## src/rtl/exc_entry_pkg.sv

```systemverilog
package exc_entry_pkg;
    parameter int XLEN    = 32;
    parameter int CODE_W  = 12;
    parameter int LVL_W   = 4;
    parameter int DSLOT_W = 2;

    localparam int SR_MD    = 30;
    localparam int SR_RB    = 29;
    localparam int SR_BL    = 28;
    localparam int SR_FD    = 15;
    localparam int SR_IM_LO = 4;

    localparam logic [XLEN-1:0] RESET_PC = XLEN'(32'hA000_0000);
    localparam logic [XLEN-1:0] ENTRY_SR_SET =
        (XLEN'(1) << SR_MD) | (XLEN'(1) << SR_RB) | (XLEN'(1) << SR_BL);
    localparam logic [XLEN-1:0] INSN_BYTES  = XLEN'(2);
    localparam logic [XLEN-1:0] OFS_GENERAL = XLEN'(32'h100);
    localparam logic [XLEN-1:0] OFS_MISS    = XLEN'(32'h400);
    localparam logic [XLEN-1:0] OFS_IRQ     = XLEN'(32'h600);

    localparam logic [CODE_W-1:0] CODE_POWER   = CODE_W'(12'h000);
    localparam logic [CODE_W-1:0] CODE_MANUAL  = CODE_W'(12'h020);
    localparam logic [CODE_W-1:0] CODE_MULTI   = CODE_W'(12'h140);
    localparam logic [CODE_W-1:0] CODE_MISS_RD = CODE_W'(12'h040);
    localparam logic [CODE_W-1:0] CODE_MISS_WR = CODE_W'(12'h060);
    localparam logic [CODE_W-1:0] CODE_TRAP    = CODE_W'(12'h160);
    localparam logic [CODE_W-1:0] CODE_NOBLOCK = CODE_W'(12'h1E0);

    typedef struct packed {
        logic [XLEN-1:0]   sr;
        logic [XLEN-1:0]   ssr;
        logic [XLEN-1:0]   spc;
        logic [XLEN-1:0]   sgr;
        logic [XLEN-1:0]   pc;
        logic [CODE_W-1:0] expevt;
        logic [CODE_W-1:0] intevt;
        logic              sleep;
        logic              dslot_clr;
        logic              taken;
    } entry_state_t;
endpackage

```

## src/rtl/exc_select.sv

```systemverilog
module exc_select
    import exc_entry_pkg::*;
(
    input  logic              exc_valid_i,
    input  logic [CODE_W-1:0] exc_code_i,
    input  logic              irq_req_i,
    input  logic [LVL_W-1:0]  irq_prio_i,
    input  logic [LVL_W-1:0]  imask_i,
    input  logic              blocked_i,
    input  logic              sleeping_i,
    output logic              take_exc_o,
    output logic              take_irq_o,
    output logic [CODE_W-1:0] exc_code_o
);
    always_comb begin
        take_exc_o = exc_valid_i;
        // blocked state turns every exception but one into a reset
        if (blocked_i && (exc_code_i != CODE_NOBLOCK)) begin
            exc_code_o = CODE_POWER;
        end else begin
            exc_code_o = exc_code_i;
        end
        take_irq_o = !exc_valid_i && irq_req_i
                     && (!blocked_i || sleeping_i)
                     && (irq_prio_i > imask_i);
    end
endmodule

```

## src/rtl/exc_target.sv

```systemverilog
module exc_target
    import exc_entry_pkg::*;
(
    input  logic              take_exc_i,
    input  logic [CODE_W-1:0] code_i,
    input  logic [XLEN-1:0]   pc_i,
    input  logic [XLEN-1:0]   vbr_i,
    input  logic              in_slot_i,
    output logic              reset_class_o,
    output logic [XLEN-1:0]   new_pc_o,
    output logic [XLEN-1:0]   new_spc_o
);
    logic is_miss;
    logic is_trap;

    always_comb begin
        reset_class_o = take_exc_i && ((code_i == CODE_POWER) ||
                                       (code_i == CODE_MANUAL) ||
                                       (code_i == CODE_MULTI));
        is_miss = (code_i == CODE_MISS_RD) || (code_i == CODE_MISS_WR);
        is_trap = take_exc_i && (code_i == CODE_TRAP);

        new_spc_o = pc_i;
        if (in_slot_i) begin
            new_spc_o = new_spc_o - INSN_BYTES;
        end
        if (is_trap) begin
            new_spc_o = new_spc_o + INSN_BYTES;
        end

        if (!take_exc_i) begin
            new_pc_o = vbr_i + OFS_IRQ;
        end else if (reset_class_o) begin
            new_pc_o = RESET_PC;
        end else if (is_miss) begin
            new_pc_o = vbr_i + OFS_MISS;
        end else begin
            new_pc_o = vbr_i + OFS_GENERAL;
        end
    end
endmodule

```

## src/rtl/exc_entry_seq.sv

```systemverilog
module exc_entry_seq
    import exc_entry_pkg::*;
(
    input  logic               clk,
    input  logic               rst_n,
    input  logic               exc_valid_i,
    input  logic [CODE_W-1:0]  exc_code_i,
    input  logic               irq_req_i,
    input  logic [LVL_W-1:0]   irq_prio_i,
    input  logic [CODE_W-1:0]  irq_code_i,
    input  logic [XLEN-1:0]    sr_i,
    input  logic [XLEN-1:0]    pc_i,
    input  logic [XLEN-1:0]    r15_i,
    input  logic [XLEN-1:0]    vbr_i,
    input  logic [DSLOT_W-1:0] dslot_i,
    input  logic               sleep_enter_i,
    output logic [XLEN-1:0]    sr_o,
    output logic [XLEN-1:0]    ssr_o,
    output logic [XLEN-1:0]    spc_o,
    output logic [XLEN-1:0]    sgr_o,
    output logic [CODE_W-1:0]  expevt_o,
    output logic [CODE_W-1:0]  intevt_o,
    output logic [XLEN-1:0]    pc_o,
    output logic               sleep_o,
    output logic               dslot_clr_o,
    output logic               taken_o
);
    entry_state_t st_d, st_q;

    logic              take_exc, take_irq, reset_class;
    logic [CODE_W-1:0] eff_code;
    logic [XLEN-1:0]   tgt_pc, tgt_spc;

    exc_select u_select (
        .exc_valid_i (exc_valid_i),
        .exc_code_i  (exc_code_i),
        .irq_req_i   (irq_req_i),
        .irq_prio_i  (irq_prio_i),
        .imask_i     (sr_i[SR_IM_LO +: LVL_W]),
        .blocked_i   (sr_i[SR_BL]),
        .sleeping_i  (st_q.sleep),
        .take_exc_o  (take_exc),
        .take_irq_o  (take_irq),
        .exc_code_o  (eff_code)
    );

    exc_target u_target (
        .take_exc_i    (take_exc),
        .code_i        (eff_code),
        .pc_i          (pc_i),
        .vbr_i         (vbr_i),
        .in_slot_i     (|dslot_i),
        .reset_class_o (reset_class),
        .new_pc_o      (tgt_pc),
        .new_spc_o     (tgt_spc)
    );

    always_comb begin
        st_d           = st_q;
        st_d.taken     = 1'b0;
        st_d.dslot_clr = 1'b0;
        st_d.sleep     = st_q.sleep | sleep_enter_i;
        if (take_exc || take_irq) begin
            st_d.taken     = 1'b1;
            st_d.sleep     = 1'b0;
            st_d.dslot_clr = |dslot_i;
            st_d.ssr       = sr_i;
            st_d.sgr       = r15_i;
            st_d.spc       = tgt_spc;
            st_d.pc        = tgt_pc;
            st_d.sr        = sr_i | ENTRY_SR_SET;
            if (reset_class) begin
                st_d.sr[SR_FD]               = 1'b0;
                st_d.sr[SR_IM_LO +: LVL_W]   = '1;
            end
            if (take_exc) begin
                st_d.expevt = eff_code;
            end else begin
                st_d.intevt = irq_code_i;
            end
        end
    end

    always_ff @(posedge clk) begin
        if (!rst_n) begin
            st_q    <= '0;
            st_q.pc <= RESET_PC;
            st_q.sr <= ENTRY_SR_SET;
        end else begin
            st_q <= st_d;
        end
    end

    assign sr_o        = st_q.sr;
    assign ssr_o       = st_q.ssr;
    assign spc_o       = st_q.spc;
    assign sgr_o       = st_q.sgr;
    assign expevt_o    = st_q.expevt;
    assign intevt_o    = st_q.intevt;
    assign pc_o        = st_q.pc;
    assign sleep_o     = st_q.sleep;
    assign dslot_clr_o = st_q.dslot_clr;
    assign taken_o     = st_q.taken;
endmodule

```

## config.mk

```make
export PLATFORM = sky130hd
export DESIGN_NAME = exc_entry_seq
export DESIGN_NICKNAME = d
export VERILOG_FILES = /design/src/rtl/exc_entry_pkg.sv /design/src/rtl/exc_select.sv /design/src/rtl/exc_target.sv /design/src/rtl/exc_entry_seq.sv
export SDC_FILE = /design/constraint.sdc
export NUM_CORES = 1
export LEC_CHECK = 0
export BUFFER_PORTS_ARGS = -buffer_cell sky130_fd_sc_hd__buf_4
export CAP_MARGIN = 20
export CORE_AREA = 2 2 136 138
export CTS_BUF_LIST = sky130_fd_sc_hd__clkbuf_2 sky130_fd_sc_hd__clkbuf_4 sky130_fd_sc_hd__clkbuf_8
export DETAILED_ROUTE_END_ITERATION = 8
export DIE_AREA = 0 0 138 140
export PLACE_DENSITY = 0.79
export SETUP_SLACK_MARGIN = 0.15
export SLEW_MARGIN = 20
export SYNTH_ARGS = -nofsm -noshare
export SYNTH_HDL_FRONTEND = slang
export SYNTH_SLANG_ARGS = --single-unit
export TNS_END_PERCENT = 30
```

## constraint.sdc

```tcl
create_clock -name clk -period 5.7 [get_ports clk]
set_clock_uncertainty 0.2 [all_clocks]
set_input_delay 0.855 -clock clk [delete_from_list [all_inputs] [get_ports clk]]
set_output_delay 0.855 -clock clk [all_outputs]
set_load 0.05 [all_outputs]
```

==> summary.md, run 1 <==
| Metric | Value |
|---|---|
| Status | complete, no violations |
| Core footprint | 0.0178 sq mm |
| Crit path DAT | 3.84 ns |
| Crit path time final | 3.69 ns |
| Fillers | between 1500 and 2000 |
| Rel. slew slack | 32.5% |
| Worst min-delay path startpoint | pc_o[23] |
| CTS tree | built |
| Sequential fraction of the synthesis area | about two fifths |
| Antenna Cells | 0 |
| Synth Flop Type | dfxtp_1 |
| Detailed Route Iter0 Violations | 641 |
| Unique masters post-synth | 79 |
| Slew at the pin closest to its max-slew limit | 1.01 ns |
| Final Hold Viols | 0 |
| First-pass GRT wire length | roughly 44 mm |
| CTS sink count | 160 |
| Worst Path Required | 5.86 ns |
| Routed wire per std cell | between 15 and 20 microns |
| Reg area | ~0.0032 sq mm |
| CP endpoint kind | flip-flop |
| Clock root buffer | clkbuf_8 |
| Die width | 138 microns |
| Routed WL | between 20 and 30 mm |
| PostCTS Resize Cnt | 0 |
| Leakage | roughly 5 nW |
| Commonest non-fill, non-tap cells in the layout | buf_4 (353), nand2_1 (237), dfxtp_1 (160) |
| Netlist Area Pre-Place | 0.00842 sq mm |
| R2R depth | 9 |
| Worst hold path class | reg -> reg |
| CP max FO | 7 |
| CP max stage delay | 0.61 ns |
| Setup Slack @ Placement | 1.58 ns |
| CP delay by family, top | simple AND/OR/NAND/NOR gates |
| Finished Cell Area | roughly 0.011 sq mm |
| Bufs on Longest Clock Path | 2 |
| GRT Residual Overflow | 0 |
| Fraction of layout cells with a size suffix above 1 | a little under a third |
| Die ar. | between 0.015 and 0.02 sq mm |
| Fin util | 63.7% |
| Tcrit/Tclk final | about two thirds |
| Synth async-reset ratio | 0% |
| Placed instance count | ~1600 |
| Power Density | approximately 260 mW/mm^2 |
| Crit start category | input pin |
| Multi-input logic area | 0.00470 sq mm |
| WHS Endpoint | pc_o[23] |
| Slowest CP cell | nor4_2 |
| PortBufs | between 300 and 400 |
| Crit path kind | in -> reg |
| GR Util All Layers | 28.1% |
| Cell mode on critical path | nand2_1 |
| Vias in the first global route | 8190 |
| Total CTS buffers | 17 |
| Commonest non-fill, non-tap cell in the layout | buf_4 |
| Post-CTS setup buffers | 0 |
| Area growth, synth to finish | 34.5% |
| R2R setup slack | between 2 and 3 ns |
| Antenna Nets Post-Route | 0 |
| Initial Utilization | between 40% and 50% |
| Clk Latency, worst-skew pair | ~0.45 ns |
| H-tree levels | 4 |
| Syn_area_per_cell | 7.76 sq um |
| Worst hold path depth | 2 |
| Worst path bufs/invs | 1 |
| Design Power | around 2.9 mW |
| RR Startpoint | sleep_o |
| Floorplan row count | 49 |
| Post-route DRC | 0 |
| Ports | 350 |
| Reg2reg end | pc_o[29] |
| Post-synthesis register bit count | 160 |
| Setup TNS | 0 ns |
| Slew Limit Fails | 0 |
| CTS Hold Bufs | 0 |
| # nets final | 1544 |
| Post-route insts no fill | between 1500 and 2000 |
| WHS | about 0.25 ns |
| Post-DP HPWL | ~21 mm |
| Vias | between 8000 and 9000 |
| Cell Area, Placed | about 0.011 sq mm |
| Worst vdd ir | 0.140 mV |
| RD Place Congestion | 0.926 |
| YS warnings | 0 |
| Die Ht | around 140 microns |
| Final WS setup | approximately 2.0 ns |
| Drt pass-1 iters | 5 |
| Worst path cell trace | buf_4 -> nor4_2 -> nand2_1 -> nor3_2 -> nand2_1 -> nor3b_2 -> nand3_2 -> or3_1 -> a32o_1 |
| Via density | 5.57 |
| Antenna violations before repair | 0 |
| Largest net degree at the start of global routing | 93 |
| Final setup vio count | 0 |
| Clk pin slew, worst setup/hold paths | around 0.10 ns |
| Mapped Cells | 1085 |
| RSZ-0062 raised after global routing | no |
| Post-synth EDFFs | 0 |
| Max Cap Violations | 0 |
| FMAX | 271 MHz |
[sequential cells by signal (all words and copies together), names as in the netlist]
name         cells
dslot_clr_o      1
expevt_o        12
intevt_o        12
pc_o            32
sgr_o           32
sleep_o          1
spc_o           32
sr_o             5
ssr_o           32
taken_o          1
[how the worst max path moves through the flow]
stage                        startpoint        end  slack, ns  cells past startpoint
after detailed placement  exc_code_i[0]  spc_o[22]       1.58                      9
after global routing      exc_code_i[0]  spc_o[24]       1.81                     10
after CTS                 exc_code_i[0]  spc_o[22]       2.06                      9
after global placement    exc_code_i[0]  spc_o[22]       1.63                      9
after floorplan                 pc_i[2]  spc_o[22]       2.13                     11
final                     exc_code_i[0]  spc_o[22]       2.01                      9
[logic make-up (layout without fill, tap and decap cells)]
kind of cell | count (synthesis) | count (layout) | synth area share [%]
compound gates | 242 | 242 | 18.3
xor+xnor | 63 | 63 | 6.64
fa+ha+maj | 11 | 11 | 1.64
buf+inv | 110 | 406 | 6.35
flops | 160 | 160 | 38.1
mux | 23 | 23 | 2.76
other cells | 1 | 3 | 0.0446
simple gates | 475 | 475 | 26.2
[final cells by class]
cell class                 count  area share (%)
multi-input combinational    817            41.5
sequential                   160            28.3
timing repair buffer         353            23.4
tap                          229            2.53
clock buffer                  17            2.07
clock inverter                15            1.46
inverter                      21           0.707
[where the power goes]
part | internal [mW] | leakage [nW] | switching, mW | total (mW)
logic | 0.274 | 3.36 | 0.554 | 0.829
clock network | 0.334 | 0.205 | 0.507 | 0.841
registers | 1.19 | 1.32 | 0.0448 | 1.23
total | 1.80 | 4.89 | 1.11 | 2.90
[synthesized netlist by cell type, types with 3 or more instances]
library cell / n / area share [%]
and3_1: 11 / 0.82
buf_2: 3 / 0.18
nand2_1: 237 / 11
a21oi_1: 105 / 6.2
or3_1: 8 / 0.59
nor2b_1: 4 / 0.30
clkbuf_1: 53 / 2.4
inv_1: 19 / 0.85
or2_2: 3 / 0.22
a21o_1: 3 / 0.27
nand4_1: 14 / 1.0
o221ai_1: 8 / 0.83
a211oi_1: 12 / 1.1
xor2_1: 23 / 2.4
mux2i_1: 21 / 2.5
nor4_2: 3 / 0.45
and2_1: 9 / 0.67
nor3_1: 21 / 1.2
a31oi_1: 10 / 0.74
o22ai_1: 8 / 0.59
nor2_1: 93 / 4.1
nand3_2: 5 / 0.59
nand3b_1: 8 / 0.71
buf_1: 3 / 0.13
a22o_1: 13 / 1.4
nor4_1: 9 / 0.67
o21ai_0: 32 / 1.9
ha_1: 11 / 1.6
buf_4: 27 / 2.4
xnor2_1: 39 / 4.1
a22oi_1: 11 / 0.98
o211ai_1: 6 / 0.54
o21ai_1: 3 / 0.18
dfxtp_1: 160 / 38
nand3_1: 32 / 1.9
[tightest hold or removal path: cells and delay by family, from the launching register on]
kind / cells / cell delay [ns]
simple gates: 2 / 0.09
flops: 1 / 0.32
[routing by layer]
metal | wire length [microns] | part of all wire [%] | global-route usage [%]
met1 | 11700 | 41 | 36.3
met2 | 14200 | 50 | 48.1
met3 | 1870 | 6.6 | 4.34
met5 | 0 | 0 | 0
met4 | 816 | 2.9 | 9.83
Power figures use the tool's default switching activity.
==> run 2, diff against run 1 <==
--- a/config.mk
+++ b/config.mk
@@ -7,11 +7,11 @@
 export LEC_CHECK = 0
 export BUFFER_PORTS_ARGS = -buffer_cell sky130_fd_sc_hd__buf_4
 export CAP_MARGIN = 20
-export CORE_AREA = 2 2 136 138
+export CORE_AREA = 2 2 140 142
 export CTS_BUF_LIST = sky130_fd_sc_hd__clkbuf_2 sky130_fd_sc_hd__clkbuf_4 sky130_fd_sc_hd__clkbuf_8
 export DETAILED_ROUTE_END_ITERATION = 8
-export DIE_AREA = 0 0 138 140
-export PLACE_DENSITY = 0.79
+export DIE_AREA = 0 0 142 144
+export PLACE_DENSITY = 0.78
 export SETUP_SLACK_MARGIN = 0.15
 export SLEW_MARGIN = 20
 export SYNTH_ARGS = -nofsm -noshare
==> constraint.sdc (replaced) <==
create_clock -name clk -period 3.39 [get_ports clk]
set_clock_uncertainty 0.2 [all_clocks]
set_input_delay 0.5085 -clock clk [delete_from_list [all_inputs] [get_ports clk]]
set_output_delay 0.5085 -clock clk [all_outputs]
set_load 0.05 [all_outputs]
==> run 2 against run 1 <==
  * Routed wire length down 2.4%
  * Setup slack worse by 1.6 ns
  * Largest cell class unchanged
  * Critical endpoint is now spc_o[27]
  * Critical path depth up 1
==> summary.md, run 2 (same netlist as run 1, synthesis figures left out) <==
| Metric | Value |
|---|---|
| Status | complete, no violations |
| Routed WL | 27.9 mm (-2.4%) |
| Fillers | 1709 (+6.9%) |
| Die ar. | 0.0204 sq mm (+5.8%) |
| Crit path DAT | 3.16 ns (-0.68 ns) |
| FMAX | 335 MHz |
| Setup Slack @ Placement | 0.0108 ns (-1.57 ns) |
| Total CTS buffers | 17 (unchanged) |
| Commonest non-fill, non-tap cells in the layout | buf_4 (384), nand2_1 (237), dfxtp_1 (160) |
| Antenna Nets Post-Route | 0 (unchanged) |
| Tcrit/Tclk final | 88.1% |
| Setup TNS | 0 ns (unchanged) |
| R2R depth | 8 (-1) |
| GR Util All Layers | 26.4% (-1.7 points) |
| Core footprint | 0.0191 sq mm (+7.3%) |
| Antenna violations before repair | 0 (unchanged) |
| Placed instance count | 1624 (+2.8%) |
| GRT Residual Overflow | 0 (unchanged) |
| Worst vdd ir | 0.261 mV (+87%) |
| Clock root buffer | clkbuf_8 |
| Bufs on Longest Clock Path | 2 (unchanged) |
| Initial Utilization | 44.1% (-3.2 points) |
| CP max FO | 10 (+3) |
| Worst hold path depth | 2 (unchanged) |
| Detailed Route Iter0 Violations | 526 (-18%) |
| Leakage | 5.07 nW (+3.8%) |
| Vias in the first global route | 8228 (+0.46%) |
| WHS Endpoint | sleep_o |
| Area growth, synth to finish | 38.4% |
| Clk pin slew, worst setup/hold paths | 0.09 ns (about the same) |
| CTS Hold Bufs | 0 (unchanged) |
| Final WS setup | 0.403 ns (-1.61 ns) |
| Slew at the pin closest to its max-slew limit | 0.660 ns (-0.352 ns) |
| Vias | 8920 (-0.61%) |
| Drt pass-1 iters | 5 (unchanged) |
| Post-route DRC | 0 (unchanged) |
| Commonest non-fill, non-tap cell in the layout | buf_4 |
| Post-CTS setup buffers | 0 (unchanged) |
| Slew Limit Fails | 0 (unchanged) |
| Rel. slew slack | 56.0% (+23 points) |
| Ports | 350 (unchanged) |
| Largest net degree at the start of global routing | 112 (+20%) |
| CTS tree | built |
| R2R setup slack | 0.92 ns (-1.93 ns) |
| Fraction of layout cells with a size suffix above 1 | 31.9% (+1.7 points) |
| RSZ-0062 raised after global routing | no |
| Fin util | 61.0% (-2.6 points) |
| RR Startpoint | sleep_o |
| Antenna Cells | 0 (unchanged) |
| Power Density | 423 mW/mm^2 (+65%) |
| Post-route insts no fill | 1656 (+2.7%) |
| PostCTS Resize Cnt | 0 (unchanged) |
| Design Power | 4.93 mW (+70%) |
| Cell Area, Placed | 0.0112 sq mm (+3.0%) |
| Worst hold path class | in -> reg |
| CP endpoint kind | flip-flop |
| Finished Cell Area | 0.0116 sq mm (+2.9%) |
| Die Ht | 144 microns (+2.9%) |
| Post-DP HPWL | 21.2 mm (-1.1%) |
| RD Place Congestion | 0.926 (about the same) |
| H-tree levels | 4 (unchanged) |
| Worst Path Required | 3.57 ns (-2.29 ns) |
| CTS sink count | 160 (unchanged) |
| # nets final | 1579 (+2.3%) |
| Clk Latency, worst-skew pair | 0.45 ns (about the same) |
| Routed wire per std cell | 16.9 microns (-5.0%) |
| Crit path kind | in -> reg |
| First-pass GRT wire length | 42.9 mm (-2.4%) |
| Crit path time final | between 2 and 3 ns |
| Floorplan row count | 51 (+4.1%) |
| WHS | 0.0528 ns (-0.197 ns) |
| Crit start category | input pin |
| Worst min-delay path startpoint | sleep_enter_i |
| Final Hold Viols | 0 (unchanged) |
| Max Cap Violations | 0 (unchanged) |
| PortBufs | 346 (unchanged) |
| Die width | 142 microns (+2.9%) |
| Final setup vio count | 0 (unchanged) |
| Via density | 5.39 (-3.3%) |
| Reg2reg end | pc_o[11] |
==> run 2: cell count changes in the layout (fill, tap and decap cells not counted), sizes merged <==
cell | before | now
inv | 28 | 27
buf | 353 | 388
clkinvlp | 0 | 2
clkinv | 8 | 6
bufinv | 0 | 1
==> run 2: area by class of cell <==
| cell class | instances | area (sq um) | share of cell area, % |
|---|---|---|---|
| inverter | 21 | 80.1 | 0.688 |
| clock buffer | 17 | 234 | 2.01 |
| sequential | 160 | 3200 | 27.5 |
| tap | 238 | 298 | 2.56 |
| multi-input combinational | 817 | 4700 | 40.4 |
| timing repair buffer | 388 | 2960 | 25.4 |
| clock inverter | 15 | 169 | 1.45 |
==> run 2: worst max-delay path, cell delays in order <==
cell and delay, ns:
buf_4 0.14, nor4_4 0.42, nand3_2 0.29, nor4_1 0.35
o22ai_1 0.20, nor4_4 0.48, nand3_1 0.23, o21ai_0 0.29
o211ai_1 0.15, o211ai_1 0.10
==> run 2: worst max path at each step <==
stage | slack (ns) | end | from
5_1_grt | 0.18 | spc_o[27] | pc_i[7]
6_report | 0.40 | spc_o[27] | pc_i[7]
3_5_place_dp | 0.01 | spc_o[27] | pc_i[2]
2_1_floorplan | 0.17 | spc_o[22] | pc_i[2]
3_3_place_gp | 0.10 | spc_o[22] | pc_i[7]
4_1_cts | 0.50 | spc_o[27] | pc_i[7]
==> run 2: routing by layer <==
layer | vias to the layer above | share of wire (%) | global-route usage [%]
li1 | 4384 | - | -
met1 | 4161 | 42 | 34.4
met2 | 338 | 49 | 44.0
met3 | 37 | 7.0 | 5.40
met4 | 0 | 2.2 | 8.58
met5 | - | 0 | 0
==> run 2: report_power, final <==
group	leakage, nW	internal [mW]	switching [mW]
Clock	0.199	0.618	0.822
Combinational	3.55	0.482	0.932
Sequential	1.32	2.00	0.0739
